## config.mk

```make
export PLATFORM = sky130hd
export DESIGN_NAME = aw_gate
export DESIGN_NICKNAME = d
export VERILOG_FILES = /design/src/rtl/aw_pkg.sv /design/src/rtl/aw_stage.sv /design/src/rtl/aw_store.sv /design/src/rtl/aw_judge.sv /design/src/rtl/aw_gate.sv
export SDC_FILE = /design/constraint.sdc
export NUM_CORES = 1
export LEC_CHECK = 0
export BUFFER_PORTS_ARGS = -buffer_cell sky130_fd_sc_hd__buf_2
export CAP_MARGIN = 10
export CORE_ASPECT_RATIO = 0.9
export CORE_MARGIN = 3
export CORE_UTILIZATION = 30
export CTS_BUF_LIST = sky130_fd_sc_hd__clkbuf_4 sky130_fd_sc_hd__clkbuf_8 sky130_fd_sc_hd__clkbuf_16
export DETAILED_ROUTE_END_ITERATION = 10
export HOLD_SLACK_MARGIN = 0.05
export PLACE_DENSITY_LB_ADDON = 0.08
export SETUP_SLACK_MARGIN = 0.4
export SYNTH_ARGS = -nofsm -noshare
export SYNTH_HDL_FRONTEND = slang
export SYNTH_SLANG_ARGS = --single-unit
```

## constraint.sdc

```tcl
create_clock -name clk -period 2.2 [get_ports clk]
set_clock_uncertainty 0.15 [all_clocks]
set_input_delay 0.44 -clock clk [delete_from_list [all_inputs] [get_ports clk]]
set_output_delay 0.44 -clock clk [all_outputs]
set_load 0.01 [all_outputs]
```

## src/rtl/aw_pkg.sv

```systemverilog
package aw_pkg;

    localparam int ADDR_W_DEF  = 20;
    localparam int BLK_LSB_DEF = 10;

    typedef enum logic [2:0] {
        V_FREE     = 3'd0,
        V_OPEN     = 3'd1,
        V_INSIDE   = 3'd2,
        V_OUTSIDE  = 3'd3,
        V_INVERTED = 3'd4
    } verdict_t;

    function automatic verdict_t classify(input logic        sp,
                                          input logic [31:0] lo,
                                          input logic [31:0] hi,
                                          input logic [31:0] blk);
        if (!sp)                    return V_FREE;
        if (lo == hi)               return V_OPEN;
        if (lo > hi)                return V_INVERTED;
        if (blk >= lo && blk < hi)  return V_INSIDE;
        return V_OUTSIDE;
    endfunction

    function automatic logic allows(input verdict_t v);
        return (v == V_FREE) || (v == V_OPEN) || (v == V_INSIDE);
    endfunction

endpackage

```

## src/rtl/aw_stage.sv

```systemverilog
module aw_stage #(
    parameter int BLK_W = 10
) (
    input  logic             clk,
    input  logic             rst,
    input  logic             we,
    input  logic             sel,
    input  logic [BLK_W-1:0] wdata,
    output logic [BLK_W-1:0] stage_lo,
    output logic [BLK_W-1:0] stage_hi
);
    always_ff @(posedge clk) begin
        if (rst) begin
            stage_lo <= '0;
            stage_hi <= '0;
        end else if (we) begin
            if (sel) stage_hi <= wdata;
            else     stage_lo <= wdata;
        end
    end
endmodule

```

## src/rtl/aw_store.sv

```systemverilog
module aw_store #(
    parameter int BLK_W = 10
) (
    input  logic             clk,
    input  logic             rst,
    input  logic             load,
    input  logic [BLK_W-1:0] new_lo,
    input  logic [BLK_W-1:0] new_hi,
    output logic [BLK_W-1:0] win_lo,
    output logic [BLK_W-1:0] win_hi
);
    // Reset stands for the erased, never-loaded state: all ones.
    always_ff @(posedge clk) begin
        if (rst) begin
            win_lo <= '1;
            win_hi <= '1;
        end else if (load) begin
            win_lo <= new_lo;
            win_hi <= new_hi;
        end
    end
endmodule

```

## src/rtl/aw_judge.sv

```systemverilog
module aw_judge
    import aw_pkg::*;
#(
    parameter int BLK_W = 10
) (
    input  logic             clk,
    input  logic             rst,
    input  logic             req_valid,
    input  logic [BLK_W-1:0] req_blk,
    input  logic             self_prog,
    input  logic             err_clr,
    input  logic [BLK_W-1:0] win_lo,
    input  logic [BLK_W-1:0] win_hi,
    output logic             resp_valid,
    output logic             resp_permit,
    output logic             illegal_err
);
    verdict_t verdict;
    logic     ok;

    always_comb begin
        verdict = classify(self_prog, 32'(win_lo), 32'(win_hi), 32'(req_blk));
        ok      = allows(verdict);
    end

    always_ff @(posedge clk) begin
        if (rst) begin
            resp_valid  <= 1'b0;
            resp_permit <= 1'b0;
            illegal_err <= 1'b0;
        end else begin
            resp_valid  <= req_valid;
            resp_permit <= req_valid && ok;
            if (req_valid && !ok)
                illegal_err <= 1'b1;
            else if (err_clr)
                illegal_err <= 1'b0;
        end
    end
endmodule

```

## src/rtl/aw_gate.sv

```systemverilog
module aw_gate #(
    parameter int ADDR_W  = aw_pkg::ADDR_W_DEF,
    parameter int BLK_LSB = aw_pkg::BLK_LSB_DEF,
    localparam int BLK_W  = ADDR_W - BLK_LSB
) (
    input  logic              clk,
    input  logic              rst,
    input  logic              stg_we,
    input  logic              stg_sel,
    input  logic [BLK_W-1:0]  stg_wdata,
    input  logic              win_load,
    input  logic              req_valid,
    input  logic [ADDR_W-1:0] req_addr,
    input  logic              self_prog,
    input  logic              err_clr,
    output logic              resp_valid,
    output logic              resp_permit,
    output logic              illegal_err,
    output logic [BLK_W-1:0]  mon_start,
    output logic [BLK_W-1:0]  mon_end
);
    logic [BLK_W-1:0] stage_lo, stage_hi;
    logic [BLK_W-1:0] win_lo, win_hi;
    logic [BLK_W-1:0] req_blk;

    assign req_blk = req_addr[ADDR_W-1:BLK_LSB];

    aw_stage #(.BLK_W(BLK_W)) u_stage (
        .clk(clk), .rst(rst), .we(stg_we), .sel(stg_sel), .wdata(stg_wdata),
        .stage_lo(stage_lo), .stage_hi(stage_hi)
    );

    aw_store #(.BLK_W(BLK_W)) u_store (
        .clk(clk), .rst(rst), .load(win_load),
        .new_lo(stage_lo), .new_hi(stage_hi),
        .win_lo(win_lo), .win_hi(win_hi)
    );

    aw_judge #(.BLK_W(BLK_W)) u_judge (
        .clk(clk), .rst(rst), .req_valid(req_valid), .req_blk(req_blk),
        .self_prog(self_prog), .err_clr(err_clr),
        .win_lo(win_lo), .win_hi(win_hi),
        .resp_valid(resp_valid), .resp_permit(resp_permit),
        .illegal_err(illegal_err)
    );

    assign mon_start = win_lo;
    assign mon_end   = win_hi;
endmodule

```

; ---- Word level (Yosys, flattened, before mapping)
; Cells that the tools add are included.
[totals]
latchBits = 0
n_memories = 0
wordCells = 43
ramBits = 0
romBits = 0
ff_bits = 43
[classes]
eq_ne = 3
multipliers = 0
addsub = 0
n_shift = 0
bitwise_logic = 1
n_lt_le_gt_ge = 3
mux = 19
div_mod_pow = 0
n_reduce_logical = 10
[op_table]
columns = operator, count
row1 = $mux W3, 8
row2 = $mux W1, 11
row3 = $eq A10 B10 Y1, 1
row4 = $ge A10 B10 Y1, 1
row5 = $gt A10 B10 Y1, 1
row6 = $lt A10 B10 Y1, 1
row7 = $reduce_and A2 Y1, 2
row8 = $eq A3 B1 Y1 const B, 1
row9 = $eq A3 B2 Y1 const B, 1
row10 = $logic_and A1 B1 Y1, 3
row11 = $logic_not A3 Y1, 1
row12 = $logic_or A1 B1 Y1, 2
row13 = $reduce_bool A2 Y1, 1
row14 = $logic_not A1 Y1, 1
row15 = $not A1 Y1, 1

; ---- Logic depth before layout (Yosys ltp)
; Gate-level depths: netlist of run 1.
[logic_depth]
depth_word = 18
ltp_mapped = 8
ltp_nobuf = 8

; ---- By module
; Synthesis of run 1 repeated with hierarchy kept, for this count alone.
[hier_totals]
cells_unflattened = 246
area_unflattened_um2 = 2383.5
[by_module_without_submodules]
columns = module, area_per_inst_um2, cells_per_inst, n_inst
row1 = aw_stage, 843.3, 79, 1
row2 = aw_judge, 790.8, 101, 1
row3 = aw_store, 749.5, 66, 1

; ---- Least setup slack after synthesis of run 1
; OpenSTA, ideal clock, no wires.
[synth_path]
kind = input -> register
from = in req_addr[18]
to = reg u_judge.illegal_err
arrival_ns = 1.726
setup_slack_ns = 0.208
stages = 6
required_ns = 1.935
path_cell_list = ha_1 > and4_2 > a222oi_1 > nand4_1 > a21o_1 > a31o_1
[synth_between]
elab_chain_cells = 16
elab_cells_between_ends = 21
classes_between = order compare (2) / eq/ne (2) / mux (10) / reduce/logical (7)
[synth_rtl]
columns = element, line
row1 = from (decl), aw_gate.sv:13  ; input logic [ADDR_W-1:0] req_addr,
row2 = $ge A10 B10 Y1 / $lt A10 B10 Y1 (equally long branches), aw_pkg.sv:21  ; if (blk >= lo && blk < hi) return V_INSIDE;
row3 = $logic_and A1 B1 Y1 (*), aw_pkg.sv:21
row4 = $mux W1 (2 in series), aw_pkg.sv:21
row5 = $mux W1, aw_pkg.sv:20  ; if (lo > hi) return V_INVERTED;
row6 = $mux W1, aw_pkg.sv:19  ; if (lo == hi) return V_OPEN;
row7 = $mux W3 (*), aw_pkg.sv:22  ; return V_OUTSIDE;
row8 = $mux W3 (*), aw_pkg.sv:21
row9 = $mux W3 (*), aw_pkg.sv:20
row10 = $mux W3 (*), aw_pkg.sv:19
row11 = $eq A3 B1 Y1 / $logic_not A3 Y1 (equally long branches), aw_pkg.sv:26  ; return (v == V_FREE) || (v == V_OPEN) || (v == V_INSIDE);
row12 = $logic_or A1 B1 Y1, aw_pkg.sv:26
row13 = $logic_or A1 B1 Y1 (*), aw_pkg.sv:26
row14 = $logic_not A1 Y1 (*), aw_judge.sv:34  ; if (req_valid && !ok)
row15 = $logic_and A1 B1 Y1 (*), aw_judge.sv:34
row16 = $mux W1 / $reduce_bool A2 Y1 (equally long branches), n/a
row17 = to (signal assigned), aw_judge.sv:30  ; illegal_err <= 1'b0;
row18 = to (signal assigned), aw_judge.sv:35  ; illegal_err <= 1'b1;
row19 = to (signal assigned), aw_judge.sv:37  ; illegal_err <= 1'b0;
row20 = to (decl), aw_judge.sv:16  ; output logic illegal_err
; Every way passes the cells marked *; elsewhere a longest branch is shown, timed or not. The select of a mux whose other input is x is not followed.
; A chain may end at the register's enable or synchronous reset.

; ---- Final worst setup path of run 1
[layout_path]
from = reg u_store.win_hi[3]
to = reg u_judge.illegal_err
[layout_between]
elab_chain_cells = 16
elab_cells_between_ends = 29
classes_between = order compare (2) / eq/ne (3) / mux (17) / reduce/logical (7)
[layout_rtl]
columns = element, line
row1 = from (decl), aw_store.sv:10  ; output logic [BLK_W-1:0] win_hi
row2 = from (signal assigned), aw_store.sv:19  ; win_hi <= new_hi;
row3 = $lt A10 B10 Y1, aw_pkg.sv:21
row4 = $logic_and A1 B1 Y1, aw_pkg.sv:21
row5 = $mux W1 (2 in series), aw_pkg.sv:21
row6 = $mux W1, aw_pkg.sv:20
row7 = $mux W1, aw_pkg.sv:19
row8 = $mux W3, aw_pkg.sv:22
row9 = $mux W3, aw_pkg.sv:21
row10 = $mux W3 (*), aw_pkg.sv:20
row11 = $mux W3 (*), aw_pkg.sv:19
row12 = $eq A3 B1 Y1 / $logic_not A3 Y1 (equally long branches), aw_pkg.sv:26
row13 = $logic_or A1 B1 Y1, aw_pkg.sv:26
row14 = $logic_or A1 B1 Y1 (*), aw_pkg.sv:26
row15 = $logic_not A1 Y1 (*), aw_judge.sv:34
row16 = $logic_and A1 B1 Y1 (*), aw_judge.sv:34
row17 = $mux W1 / $reduce_bool A2 Y1 (equally long branches), n/a
; Marks and branches as above.

==> impl_summary.txt, run 1 <==
----------------------------------------------------
[STA]
  Unrepaired setup endpoints after global routing ... yes
  Number of hold violations in the final report ... 0
  Hold slack final ... 0.233 ns
  Final Max Slew Viols ... 0
  Timing-limited maximum frequency ... 0.521 GHz
  Number of failing setup endpoints in the final timing report ... 0
  Sum of negative setup slack ... 0 ns
  Slew headroom ... 58.5%
  Final worst path period share ... 87.2%
  Time the worst path needs with I/O delays and setup ... 1.92 ns
  Worst-Margin Slew ... 0.622 ns

[Floorplan]
  Core ar. ... 6730 um^2
  Placement Rows ... 28
  Count of boundary I/O pins ... 61
  Die area ... 8170 um^2
  Die height ... 86.1 um
  Width of the die ... 95.0 um
  Starting density of the core ... 31.8%

[Drt]
  Met2 Wirelength ... 2310 um
  Detailed-route via count ... 1797
  DR DRC count ... 0
  Detailed Route WL ... 5430 um
  WL met3 ... 232 um
  Wire length per cell after detailed routing ... 13.5 um
  Residual antenna-violating net count after detailed routing ... 0
  Met1 layer wirelength in the final routing ... 2870 um
  Iteration count of the initial detailed-routing pass ... 4
  Average vias per placed instance ... 4.48
  DRT iter0 DRCs ... 60
  Top routing layer in use ... met4

[Synthesis]
  Number of synthesized register bits ... 43
  Number of distinct library cell variants in the gate-level netlist after synthesis ... 29
  Synthesized area per cell ... 8.32 um^2
  Summed instance area of the synthesized netlist ... 2140 um^2
  Gate count of the mapped netlist ... 257
  Seq/Total Area, Yosys ... 40.3%
  Number of warning messages in the yosys log ... 0
  Number of nets in the synthesized netlist ... 324

[Clock tree]
  Clock buffer count from CTS ... 5
  Register clock-pin slew on the reported worst setup and hold paths ... 0.09 ns
  Clock net sink count ... 43
  Master cell of the clock root buffer ... sky130_fd_sc_hd__clkbuf_8
  Worst-case clock buffer depth ... 2
  CTS tree ... done
  Insertion delay of the later-clocked pin in the worst-skew pair ... 0.29 ns
  H-tree levels ... 2

[Layout]
  Number of nets in the finished design ... 378
  Number of diodes ... 0
  Synth-to-Final Area Change ... 31.3%
  Share of the core filled with cells ... 41.7%
  Fraction of layout cells with a size suffix above 1 ... 32.5%

[Global routing]
  Overall track demand over capacity in global routing ... 14.3%
  Via count of the first global-routing pass ... 1772
  Global route total overflow ... 0
  First-pass GRT wire length ... 9070 um
  Pin count of the biggest net entering global routing ... 24
  Antenna violations before repair ... 0

[Worst setup path]
  FF-to-FF Start ... u_store.win_hi[3]
  Worst setup startpoint ... u_store.win_hi[3]
  Internal reg-to-reg setup slack ... 0.28 ns
  Crit start category ... flop
  Highest net fanout along the worst path ... 3
  Worst Path Arrival ... 1.97 ns
  CP required ... 2.25 ns
  Element type at the critical path end ... flop
  Category of the critical setup timing path ... reg2reg

[Pwr]
  Max rail drop VDD ... 0.000257 V
  Power per Cell Area ... 667 nW/um^2
  Static leakage ... 1.22 nW

[Placed design]
  Routability Congestion ... 0.724
  Detailed Place HPWL ... 4220 um
  Buffers added on ports ... 50

[Status]
  Status ... finished clean

[Worst hold path]
  Hold Path Origin ... stg_wdata[2]
  Kind of path behind the tightest hold check ... in2reg

[Run]
  Total of max-cap violations ... 0

----------------------------------------------------
-- registers in the layout, indices dropped and copies added (netlist names) --
| register | flops |
|---|---|
| u_judge.resp_permit | 1 |
| u_store.win_hi | 10 |
| u_stage.stage_hi | 10 |
| u_stage.stage_lo | 10 |
| u_judge.illegal_err | 1 |
| u_judge.resp_valid | 1 |
| u_store.win_lo | 10 |
-- synth_stat cells --
cell type,n,area [um^2]
sky130_fd_sc_hd__nand2_1,70,263
sky130_fd_sc_hd__dfxtp_1,43,861
sky130_fd_sc_hd__ha_1,29,363
sky130_fd_sc_hd__a21oi_1,27,135
sky130_fd_sc_hd__inv_1,22,82.6
sky130_fd_sc_hd__o211ai_1,20,150
sky130_fd_sc_hd__clkbuf_1,11,41.3
sky130_fd_sc_hd__nor2_1,7,26.3
sky130_fd_sc_hd__nor2b_1,3,18.8
sky130_fd_sc_hd__o21ai_0,3,15.0
sky130_fd_sc_hd__a211oi_1,2,15.0
sky130_fd_sc_hd__nand2b_1,2,12.5
sky130_fd_sc_hd__nand4_1,2,12.5
sky130_fd_sc_hd__a2111oi_4,1,27.5
sky130_fd_sc_hd__a21boi_0,1,7.51
sky130_fd_sc_hd__a21boi_1,1,7.51
sky130_fd_sc_hd__a21o_1,1,7.51
sky130_fd_sc_hd__a21oi_2,1,8.76
sky130_fd_sc_hd__a222oi_1,1,10.0
sky130_fd_sc_hd__a31o_1,1,8.76
sky130_fd_sc_hd__a31oi_1,1,6.26
sky130_fd_sc_hd__and2_1,1,6.26
sky130_fd_sc_hd__and4_2,1,10.0
sky130_fd_sc_hd__mux2i_1,1,10.0
sky130_fd_sc_hd__nand3_1,1,5.00
sky130_fd_sc_hd__nor3b_1,1,7.51
sky130_fd_sc_hd__nor4_1,1,6.26
sky130_fd_sc_hd__o21ai_1,1,5.00
sky130_fd_sc_hd__o31ai_1,1,7.51
-- through the flow --
stage	cell area (um^2)	total power, mW	instances	worst slack [ns]
final	2810	1.87	401	0.282
after global routing	2810	1.98	401	0.168
after floorplan	2250	1.11	257	0.392
after detailed placement	2590	1.24	389	0.107
after global placement	2590	1.24	389	0.118
after CTS	2760	1.87	399	0.263
-- critical path: stages, from the launching register on --
cell and delay (ns):
sky130_fd_sc_hd__dfxtp_2 0.36, sky130_fd_sc_hd__inv_4 0.05, sky130_fd_sc_hd__ha_4 0.21, sky130_fd_sc_hd__a21oi_2 0.13, sky130_fd_sc_hd__o21ai_1 0.07, sky130_fd_sc_hd__a222oi_1 0.32
sky130_fd_sc_hd__nand4_1 0.16, sky130_fd_sc_hd__a21o_1 0.20, sky130_fd_sc_hd__a31o_1 0.17
-- path summary, 6_finish.rpt --
kind / to / cells after the start
max reg2reg: u_judge.illegal_err / 8
min: u_stage.stage_hi[2] / 3
min reg2reg: u_stage.stage_hi[0] / 2
max: u_judge.illegal_err / 8
-- where the power goes --
group          total, mW  switching, mW  internal, mW
clock network      0.610          0.278         0.332
logic              0.396          0.218         0.179
registers          0.866         0.0360         0.830
total               1.87          0.532          1.34
-- cell families after synthesis --
kind of cell	Yosys count	synth area share (%)
compound gates	62	19.3
fa+ha+maj	29	17.0
buf+inv	33	5.80
flops	43	40.3
mux	1	0.468
simple gates	89	17.2
-- cell type report --
type | instances | area (um^2)
multi-input cells | 181 | 1310
fillers | 726 | 3920
clock buffers | 5 | 68.8
clock inverters | 2 | 37.5
repair buffers | 58 | 310
well taps | 90 | 113
inverters | 22 | 90.1
flip-flops and latches | 43 | 872
-- cell usage in the layout, fill, tap and decap left out, drive strengths merged --
cell type,Yosys,routed
clkbuf,11,5
a31o,1,1
nor3b,1,1
o21ai,4,4
nand3,1,1
nor4,1,1
mux2i,1,1
nand4,2,2
nand2,70,70
a222oi,1,1
o211ai,20,20
a21boi,2,2
nor2b,3,3
ha,29,29
a211oi,2,2
o31ai,1,1
nor2,7,7
a31oi,1,1
dfxtp,43,43
a2111oi,1,1
buf,0,58
a21o,1,1
and2,1,1
clkinvlp,0,1
a21oi,28,28
inv,22,22
and4,1,1
nand2b,2,2
bufinv,0,1
-- timing repair --
action,4_1_cts,5_1_grt
hold buffers,0,0
buffers inserted,3,2
cloned,0,0
gates resized for setup,6,11
endpoints found under the setup margin,2,2
pin swaps,5,5
-- metal layers --
metal	vias up	track usage [%]
li1	982	-
met1	787	20.5
met2	26	21.1
met3	2	4.39
met4	0	3.15
met5	-	0
(Power assumes the default switching activity.)
==> inputs of run 2 (changes only) <==
--- a/config.mk
+++ b/config.mk
@@ -5,7 +5,7 @@
 export SDC_FILE = /design/constraint.sdc
 export NUM_CORES = 1
 export LEC_CHECK = 0
-export BUFFER_PORTS_ARGS = -buffer_cell sky130_fd_sc_hd__buf_2
+export BUFFER_PORTS_ARGS = -buffer_cell sky130_fd_sc_hd__buf_4
 export CAP_MARGIN = 10
 export CORE_ASPECT_RATIO = 0.9
 export CORE_MARGIN = 3
@@ -13,7 +13,6 @@
 export CTS_BUF_LIST = sky130_fd_sc_hd__clkbuf_4 sky130_fd_sc_hd__clkbuf_8 sky130_fd_sc_hd__clkbuf_16
 export DETAILED_ROUTE_END_ITERATION = 10
 export HOLD_SLACK_MARGIN = 0.05
-export PLACE_DENSITY_LB_ADDON = 0.08
 export SETUP_SLACK_MARGIN = 0.4
 export SYNTH_ARGS = -nofsm -noshare
 export SYNTH_HDL_FRONTEND = slang
==> constraint.sdc (replaced) <==
create_clock -name clk -period 2.3 [get_ports clk]
set_clock_uncertainty 0.15 [all_clocks]
set_input_delay 0.46 -clock clk [delete_from_list [all_inputs] [get_ports clk]]
set_output_delay 0.46 -clock clk [all_outputs]
set_load 0.01 [all_outputs]
==> impl_summary.txt, run 2 (synthesized netlist as in run 1, its figures left out) <==
----------------------------------------------------
[Global routing]
  Overall track demand over capacity in global routing ... 13.7% (was 14.3%)
  First-pass GRT wire length ... 8650 um (was 9070 um)
  Via count of the first global-routing pass ... 1828 (was 1772)
  Antenna violations before repair ... 0 (unchanged)
  Global route total overflow ... 0 (unchanged)
  Pin count of the biggest net entering global routing ... 40 (was 24)

[STA]
  Unrepaired setup endpoints after global routing ... yes (unchanged)
  Slew headroom ... 55.1% (was 58.5%)
  Worst-Margin Slew ... 0.672 ns (was 0.622 ns)
  Sum of negative setup slack ... 0 ns (unchanged)
  Number of failing setup endpoints in the final timing report ... 0 (unchanged)
  Final worst path period share ... 83.1% (was 87.2%)
  Number of hold violations in the final report ... 0 (unchanged)
  Timing-limited maximum frequency ... 0.523 GHz (was 0.521 GHz)
  Hold slack final ... 0.260 ns (was 0.233 ns)
  Final Max Slew Viols ... 0 (unchanged)
  Post-route worst setup slack ... 0.389 ns (was 0.282 ns)
  Time the worst path needs with I/O delays and setup ... 1.91 ns (was 1.92 ns)

[Status]
  Status ... finished clean (unchanged)

[Placed design]
  Detailed Place HPWL ... 3950 um (was 4220 um)
  Placement Setup Slack ... 0.162 ns (was 0.107 ns)
  Routability Congestion ... 0.771 (was 0.724)
  Buffers added on ports ... 50 (unchanged)

[Clock tree]
  H-tree levels ... 2 (unchanged)
  Insertion delay of the later-clocked pin in the worst-skew pair ... 0.30 ns (was 0.29 ns)
  CTS tree ... done (unchanged)
  Register clock-pin slew on the reported worst setup and hold paths ... 0.08 ns (was 0.09 ns)
  Master cell of the clock root buffer ... sky130_fd_sc_hd__clkbuf_8 (unchanged)
  Number of buffers inserted for hold repair after clock tree synthesis ... 0 (unchanged)
  Clock buffer count from CTS ... 5 (unchanged)
  Worst-case clock buffer depth ... 2 (unchanged)
  Clock net sink count ... 43 (unchanged)

[Pwr]
  Power per Cell Area ... 597 nW/um^2 (was 667 nW/um^2)
  Switching Fraction ... 28.7% (was 28.4%)
  Clock network power share ... 29.2% (was 32.6%)
  Max rail drop VDD ... 0.000210 V (was 0.000257 V)
  Internal power of the cells ... 1.24 mW (was 1.34 mW)
  Static leakage ... 1.25 nW (was 1.22 nW)
  Fraction of power consumed by combinational cells ... 22.9% (was 21.2%)
  Total net switching power ... 498 uW (was 532 uW)
  Portion of total power attributed to sequential cells ... 47.8% (was 46.2%)

[Drt]
  Met2 Wirelength ... 2200 um (was 2310 um)
  Detailed-route via count ... 1830 (was 1797)
  WL met3 ... 325 um (was 232 um)
  DRT iter0 DRCs ... 96 (was 60)
  Wire length per cell after detailed routing ... 12.7 um (was 13.5 um)
  DR DRC count ... 0 (unchanged)
  Met1 layer wirelength in the final routing ... 2500 um (was 2870 um)
  Residual antenna-violating net count after detailed routing ... 0 (unchanged)
  Iteration count of the initial detailed-routing pass ... 5 (was 4)
  Detailed Route WL ... 5100 um (was 5430 um)
  Top routing layer in use ... met4 (unchanged)
  Average vias per placed instance ... 4.58 (was 4.48)

[Worst setup path]
  CP required ... 2.35 ns (was 2.25 ns)
  Crit start category ... flop (unchanged)
  Cell chain of the critical path ... inv_2 > ha_4 > a21oi_2 > nor2_1 > a2111oi_4 > nand4_1 > a21o_1 > a31o_1 (was inv_4 > ha_4 > a21oi_2 > o21ai_1 > a222oi_1 > nand4_1 > a21o_1 > a31o_1)
  Cell with the largest stage delay on the worst path ... sky130_fd_sc_hd__dfxtp_1 (was sky130_fd_sc_hd__dfxtp_2)
  Peak per-stage delay on the critical path ... 0.33 ns (was 0.36 ns)
  Category of the critical setup timing path ... reg2reg (unchanged)
  Element type at the critical path end ... flop (unchanged)
  Dominant delay contributor by cell family on the critical path ... compound AO/OA/AOI/OAI gates (unchanged)
  Number of buffers and inverters on the critical path ... 1 (unchanged)
  Highest net fanout along the worst path ... 3 (unchanged)
  Worst Path Arrival ... 1.96 ns (was 1.97 ns)

[Layout]
  Fraction of layout cells with a size suffix above 1 ... 31.3% (was 32.5%)
  Highest-count cells in the layout ignoring fill and taps ... sky130_fd_sc_hd__nand2_1 (68), sky130_fd_sc_hd__buf_4 (56), sky130_fd_sc_hd__dfxtp_1 (37) (was sky130_fd_sc_hd__nand2_1 (68), sky130_fd_sc_hd__buf_2 (50), sky130_fd_sc_hd__dfxtp_1 (34))
  Number of nets in the finished design ... 376 (was 378)
  Share of the core filled with cells ... 43.2% (was 41.7%)
  Number of diodes ... 0 (unchanged)
  Synth-to-Final Area Change ... 35.8% (was 31.3%)
  Most common library cell in the layout ignoring fill and taps ... sky130_fd_sc_hd__nand2_1 (unchanged)

[Worst hold path]
  Kind of path behind the tightest hold check ... in2reg (unchanged)

[Floorplan]
  Placement Rows ... 28 (unchanged)
  Die area ... 8170 um^2 (unchanged)
  Core ar. ... 6730 um^2 (unchanged)
  Width of the die ... 95.0 um (unchanged)
  Count of boundary I/O pins ... 61 (unchanged)
  Starting density of the core ... 31.8% (unchanged)
  Die height ... 86.1 um (unchanged)

[Run]
  Total of max-cap violations ... 0 (unchanged)

----------------------------------------------------
-- run 2: cell types whose count changed in the layout (fill, tap and decap cells not counted), sizes merged --
cell	previous run	this run
buf	58	56
clkbuf	5	6
clkinv	0	1
bufinv	1	0
-- run 2: per-stage QoR --
step	power [mW]	cell area, um^2	std cells
2_1_floorplan	1.04	2180	257
3_3_place_gp	1.18	2620	386
3_5_place_dp	1.19	2620	386
4_1_cts	1.73	2860	397
5_1_grt	1.84	2900	400
6_report	1.73	2900	400
-- run 2: worst reg2reg max path: cells and delay by family (launching register included) --
family	cells	cell delay, ns
AOI/OAI and AO/OA	4	0.79
DFF	1	0.33
adders and majority gates	1	0.22
buffers and inverters	1	0.11
and+or+nand+nor	2	0.23
-- run 2: worst paths after layout --
| path | startpoint | endpoint | slack (ns) | cells past startpoint |
|---|---|---|---|---|
| hold / removal | stg_wdata[3] | u_stage.stage_hi[3] | 0.26 | 3 |
| setup reg to reg | u_store.win_hi[7] | u_judge.illegal_err | 0.39 | 8 |
| setup / recovery | u_store.win_hi[7] | u_judge.illegal_err | 0.39 | 8 |
| hold reg to reg | u_stage.stage_lo[9] | u_stage.stage_lo[9] | 0.31 | 2 |
-- run 2: layout make-up --
cell class                 count  area (um^2)
clock buffer                   6         82.6
clock inverter                 2         16.3
inverter                      22         90.1
timing repair buffer          56          420
multi-input combinational    181         1310
fill                         693         3820
sequential                    43          868
tap                           90          113
-- run 2: power by group through the flow --
stage               logic (mW)  clock network [mW]  registers, mW
detailed placement       0.349                   0          0.841
global placement         0.341                   0          0.840
finish                   0.397               0.506          0.829
floorplan                0.198                   0          0.846
global route             0.455               0.548          0.835
CTS                      0.387               0.520          0.828
-- run 2: metal layers --
metal / GRT usage [%] / up-vias
met1: 18.2 / 805
met4: 4.72 / 0
li1: - / 979
met5: 0 / -
met2: 20.7 / 39
met3: 4.56 / 7
-- run 2: repair_timing --
action	CTS	global route
hold endpoints to repair	0	0
resized for setup	24	7
pin swaps	4	5
buffers inserted	3	3
endpoints found under the setup margin	2	2
==> inputs of run 3 (changes only) <==
==> constraint.sdc (replaced) <==
create_clock -name clk -period 1.9 [get_ports clk]
set_clock_uncertainty 0.15 [all_clocks]
set_input_delay 0.38 -clock clk [delete_from_list [all_inputs] [get_ports clk]]
set_output_delay 0.38 -clock clk [all_outputs]
set_load 0.01 [all_outputs]
==> impl_summary.txt, run 3 (synthesized netlist as in run 1, its figures left out) <==
----------------------------------------------------
[Status]
  Status ... finished with violations (was finished clean)
  Violated checks ... negative setup slack

[Pwr]
  Total net switching power ... 612 uW (was 498 uW)
  Clock network power share ... 26.1% (was 29.2%)
  Portion of total power attributed to sequential cells ... 47.4% (was 47.8%)
  Max rail drop VDD ... 0.000249 V (was 0.000210 V)
  Total Power Consumption ... 2.11 mW (was 1.73 mW)
  Static leakage ... 1.36 nW (was 1.25 nW)
  Power per Cell Area ... 687 nW/um^2 (was 597 nW/um^2)
  Switching Fraction ... 28.9% (was 28.7%)
  Fraction of power consumed by combinational cells ... 26.5% (was 22.9%)
  Internal power of the cells ... 1.50 mW (was 1.24 mW)

[STA]
  Post-route worst setup slack ... -0.0410 ns (was 0.389 ns)
  Number of failing setup endpoints in the final timing report ... 2 (was 0)
  Number of hold violations in the final report ... 0 (unchanged)
  Final worst path period share ... 102% (was 83.1%)
  Worst-Margin Slew ... 0.692 ns (was 0.672 ns)
  Slew headroom ... 53.7% (was 55.1%)
  Hold slack final ... 0.168 ns (was 0.260 ns)
  Final Max Slew Viols ... 0 (unchanged)
  Unrepaired setup endpoints after global routing ... yes (unchanged)
  Timing-limited maximum frequency ... 0.515 GHz (was 0.523 GHz)
  Time the worst path needs with I/O delays and setup ... 1.94 ns (was 1.91 ns)

[Worst setup path]
  Crit start category ... flop (unchanged)
  Highest net fanout along the worst path ... 3 (unchanged)
  Element type at the critical path end ... flop (unchanged)
  Category of the critical setup timing path ... reg2reg (unchanged)
  CP required ... 1.94 ns (was 2.35 ns)
  Worst Path Arrival ... 1.98 ns (was 1.96 ns)

[Global routing]
  Via count of the first global-routing pass ... 1776 (was 1828)
  Global route total overflow ... 0 (unchanged)
  First-pass GRT wire length ... 8490 um (was 8650 um)
  Pin count of the biggest net entering global routing ... 40 (unchanged)
  Overall track demand over capacity in global routing ... 13.3% (was 13.7%)
  Antenna violations before repair ... 0 (unchanged)

[Layout]
  Most common library cell in the layout ignoring fill and taps ... sky130_fd_sc_hd__buf_4 (was sky130_fd_sc_hd__nand2_1)
  Synth-to-Final Area Change ... 44.1% (was 35.8%)
  Fraction of layout cells with a size suffix above 1 ... 37.5% (was 31.3%)
  Highest-count cells in the layout ignoring fill and taps ... sky130_fd_sc_hd__buf_4 (75), sky130_fd_sc_hd__nand2_1 (68), sky130_fd_sc_hd__dfxtp_1 (33) (was sky130_fd_sc_hd__nand2_1 (68), sky130_fd_sc_hd__buf_4 (56), sky130_fd_sc_hd__dfxtp_1 (37))
  Multi-input gate area in the final layout ... 1320 um^2 (was 1310 um^2)
  Number of nets in the finished design ... 398 (was 376)
  Fillers ... 694 (was 693)
  Final standard cell count with taps included and fillers excluded ... 421 (was 400)
  Number of diodes ... 0 (unchanged)
  Reg area ... 873 um^2 (was 868 um^2)

[Drt]
  DRT iter0 DRCs ... 68 (was 96)
  Iteration count of the initial detailed-routing pass ... 5 (unchanged)
  Detailed Route WL ... 5440 um (was 5100 um)
  Wire length per cell after detailed routing ... 12.9 um (was 12.7 um)
  Average vias per placed instance ... 4.52 (was 4.58)
  Detailed-route via count ... 1901 (was 1830)
  Residual antenna-violating net count after detailed routing ... 0 (unchanged)
  DR DRC count ... 0 (unchanged)

[Floorplan]
  Starting density of the core ... 31.8% (unchanged)
  Width of the die ... 95.0 um (unchanged)
  Core ar. ... 6730 um^2 (unchanged)
  Die area ... 8170 um^2 (unchanged)
  Count of boundary I/O pins ... 61 (unchanged)
  Die height ... 86.1 um (unchanged)
  Placement Rows ... 28 (unchanged)

[Placed design]
  Routability Congestion ... 0.751 (was 0.771)
  Buffers added on ports ... 50 (unchanged)
  Detailed Place HPWL ... 4260 um (was 3950 um)
  Cell count after placement ... 409 (was 386)

[Clock tree]
  Number of buffers inserted for hold repair after clock tree synthesis ... 0 (unchanged)
  Worst-case clock buffer depth ... 2 (unchanged)
  CTS tree ... done (unchanged)
  Clock buffer count from CTS ... 5 (unchanged)
  H-tree levels ... 2 (unchanged)
  Master cell of the clock root buffer ... sky130_fd_sc_hd__clkbuf_8 (unchanged)
  Register clock-pin slew on the reported worst setup and hold paths ... 0.08 ns (about the same)
  Clock net sink count ... 43 (unchanged)
  Insertion delay of the later-clocked pin in the worst-skew pair ... 0.29 ns (was 0.30 ns)

[Worst hold path]
  Kind of path behind the tightest hold check ... in2reg (unchanged)

[Run]
  Total of max-cap violations ... 0 (unchanged)

----------------------------------------------------
-- run 3: timing repair --
item                                    CTS  global route
gates resized for setup                  10            15
pin swaps                                 4             4
setup buffers                             1             4
endpoints found under the setup margin    2             4
-- run 3: critical path, stage by stage, from the launching register on --
cell and delay (ns):
sky130_fd_sc_hd__dfxtp_2 0.34, sky130_fd_sc_hd__inv_4 0.09, sky130_fd_sc_hd__ha_4 0.21, sky130_fd_sc_hd__a21oi_2 0.16, sky130_fd_sc_hd__o21ai_2 0.07, sky130_fd_sc_hd__a222oi_1 0.30
sky130_fd_sc_hd__nand4_1 0.14, sky130_fd_sc_hd__a21o_1 0.20, sky130_fd_sc_hd__a31o_1 0.18
-- run 3: worst paths after layout --
path	from	end	slack, ns	cells after the start
setup / recovery	u_store.win_hi[5]	u_judge.illegal_err	-0.04	8
hold / removal	rst	u_judge.resp_valid	0.17	2
setup reg to reg	u_store.win_hi[5]	u_judge.illegal_err	-0.04	8
hold reg to reg	u_stage.stage_hi[6]	u_stage.stage_hi[6]	0.31	2
-- run 3: final cells by class --
class / instances / share of cell area (%)
multi-input cells: 181 / 43.0
flip-flops and latches: 43 / 28.4
repair buffers: 78 / 19.4
well taps: 90 / 3.66
inverters: 22 / 2.93
clock buffers: 5 / 2.23
clock inverters: 2 / 0.447
-- run 3: per-stage QoR --
stage | utilization, % | setup TNS [ns] | setup WS (ns) | area [um^2]
after global placement | 42.6 | -0.165 | -0.122 | 2870
after global routing | 45.8 | -0.305 | -0.195 | 3080
after floorplan | - | 0 | 0.108 | 2250
final | 45.8 | -0.0641 | -0.0410 | 3080
after detailed placement | 42.6 | -0.219 | -0.151 | 2870
after CTS | 44.6 | -0.000288 | -0.000288 | 3000
-- run 3: routing by layer --
layer | up-vias | wire length, um | GRT usage (%)
met4 | 0 | 10 | 2.36
met1 | 846 | 2750 | 18.6
met5 | - | 0 | 0
met3 | 2 | 208 | 3.33
li1 | 1021 | - | -
met2 | 32 | 2470 | 20.7
-- run 3: power by group through the flow --
stage	clock (mW)	combinational (mW)	sequential, mW
floorplan	0	0.252	1.03
global placement	0	0.488	1.02
finish	0.551	0.561	1.00
CTS	0.571	0.524	1.00
global route	0.603	0.630	1.01
detailed placement	0	0.503	1.02
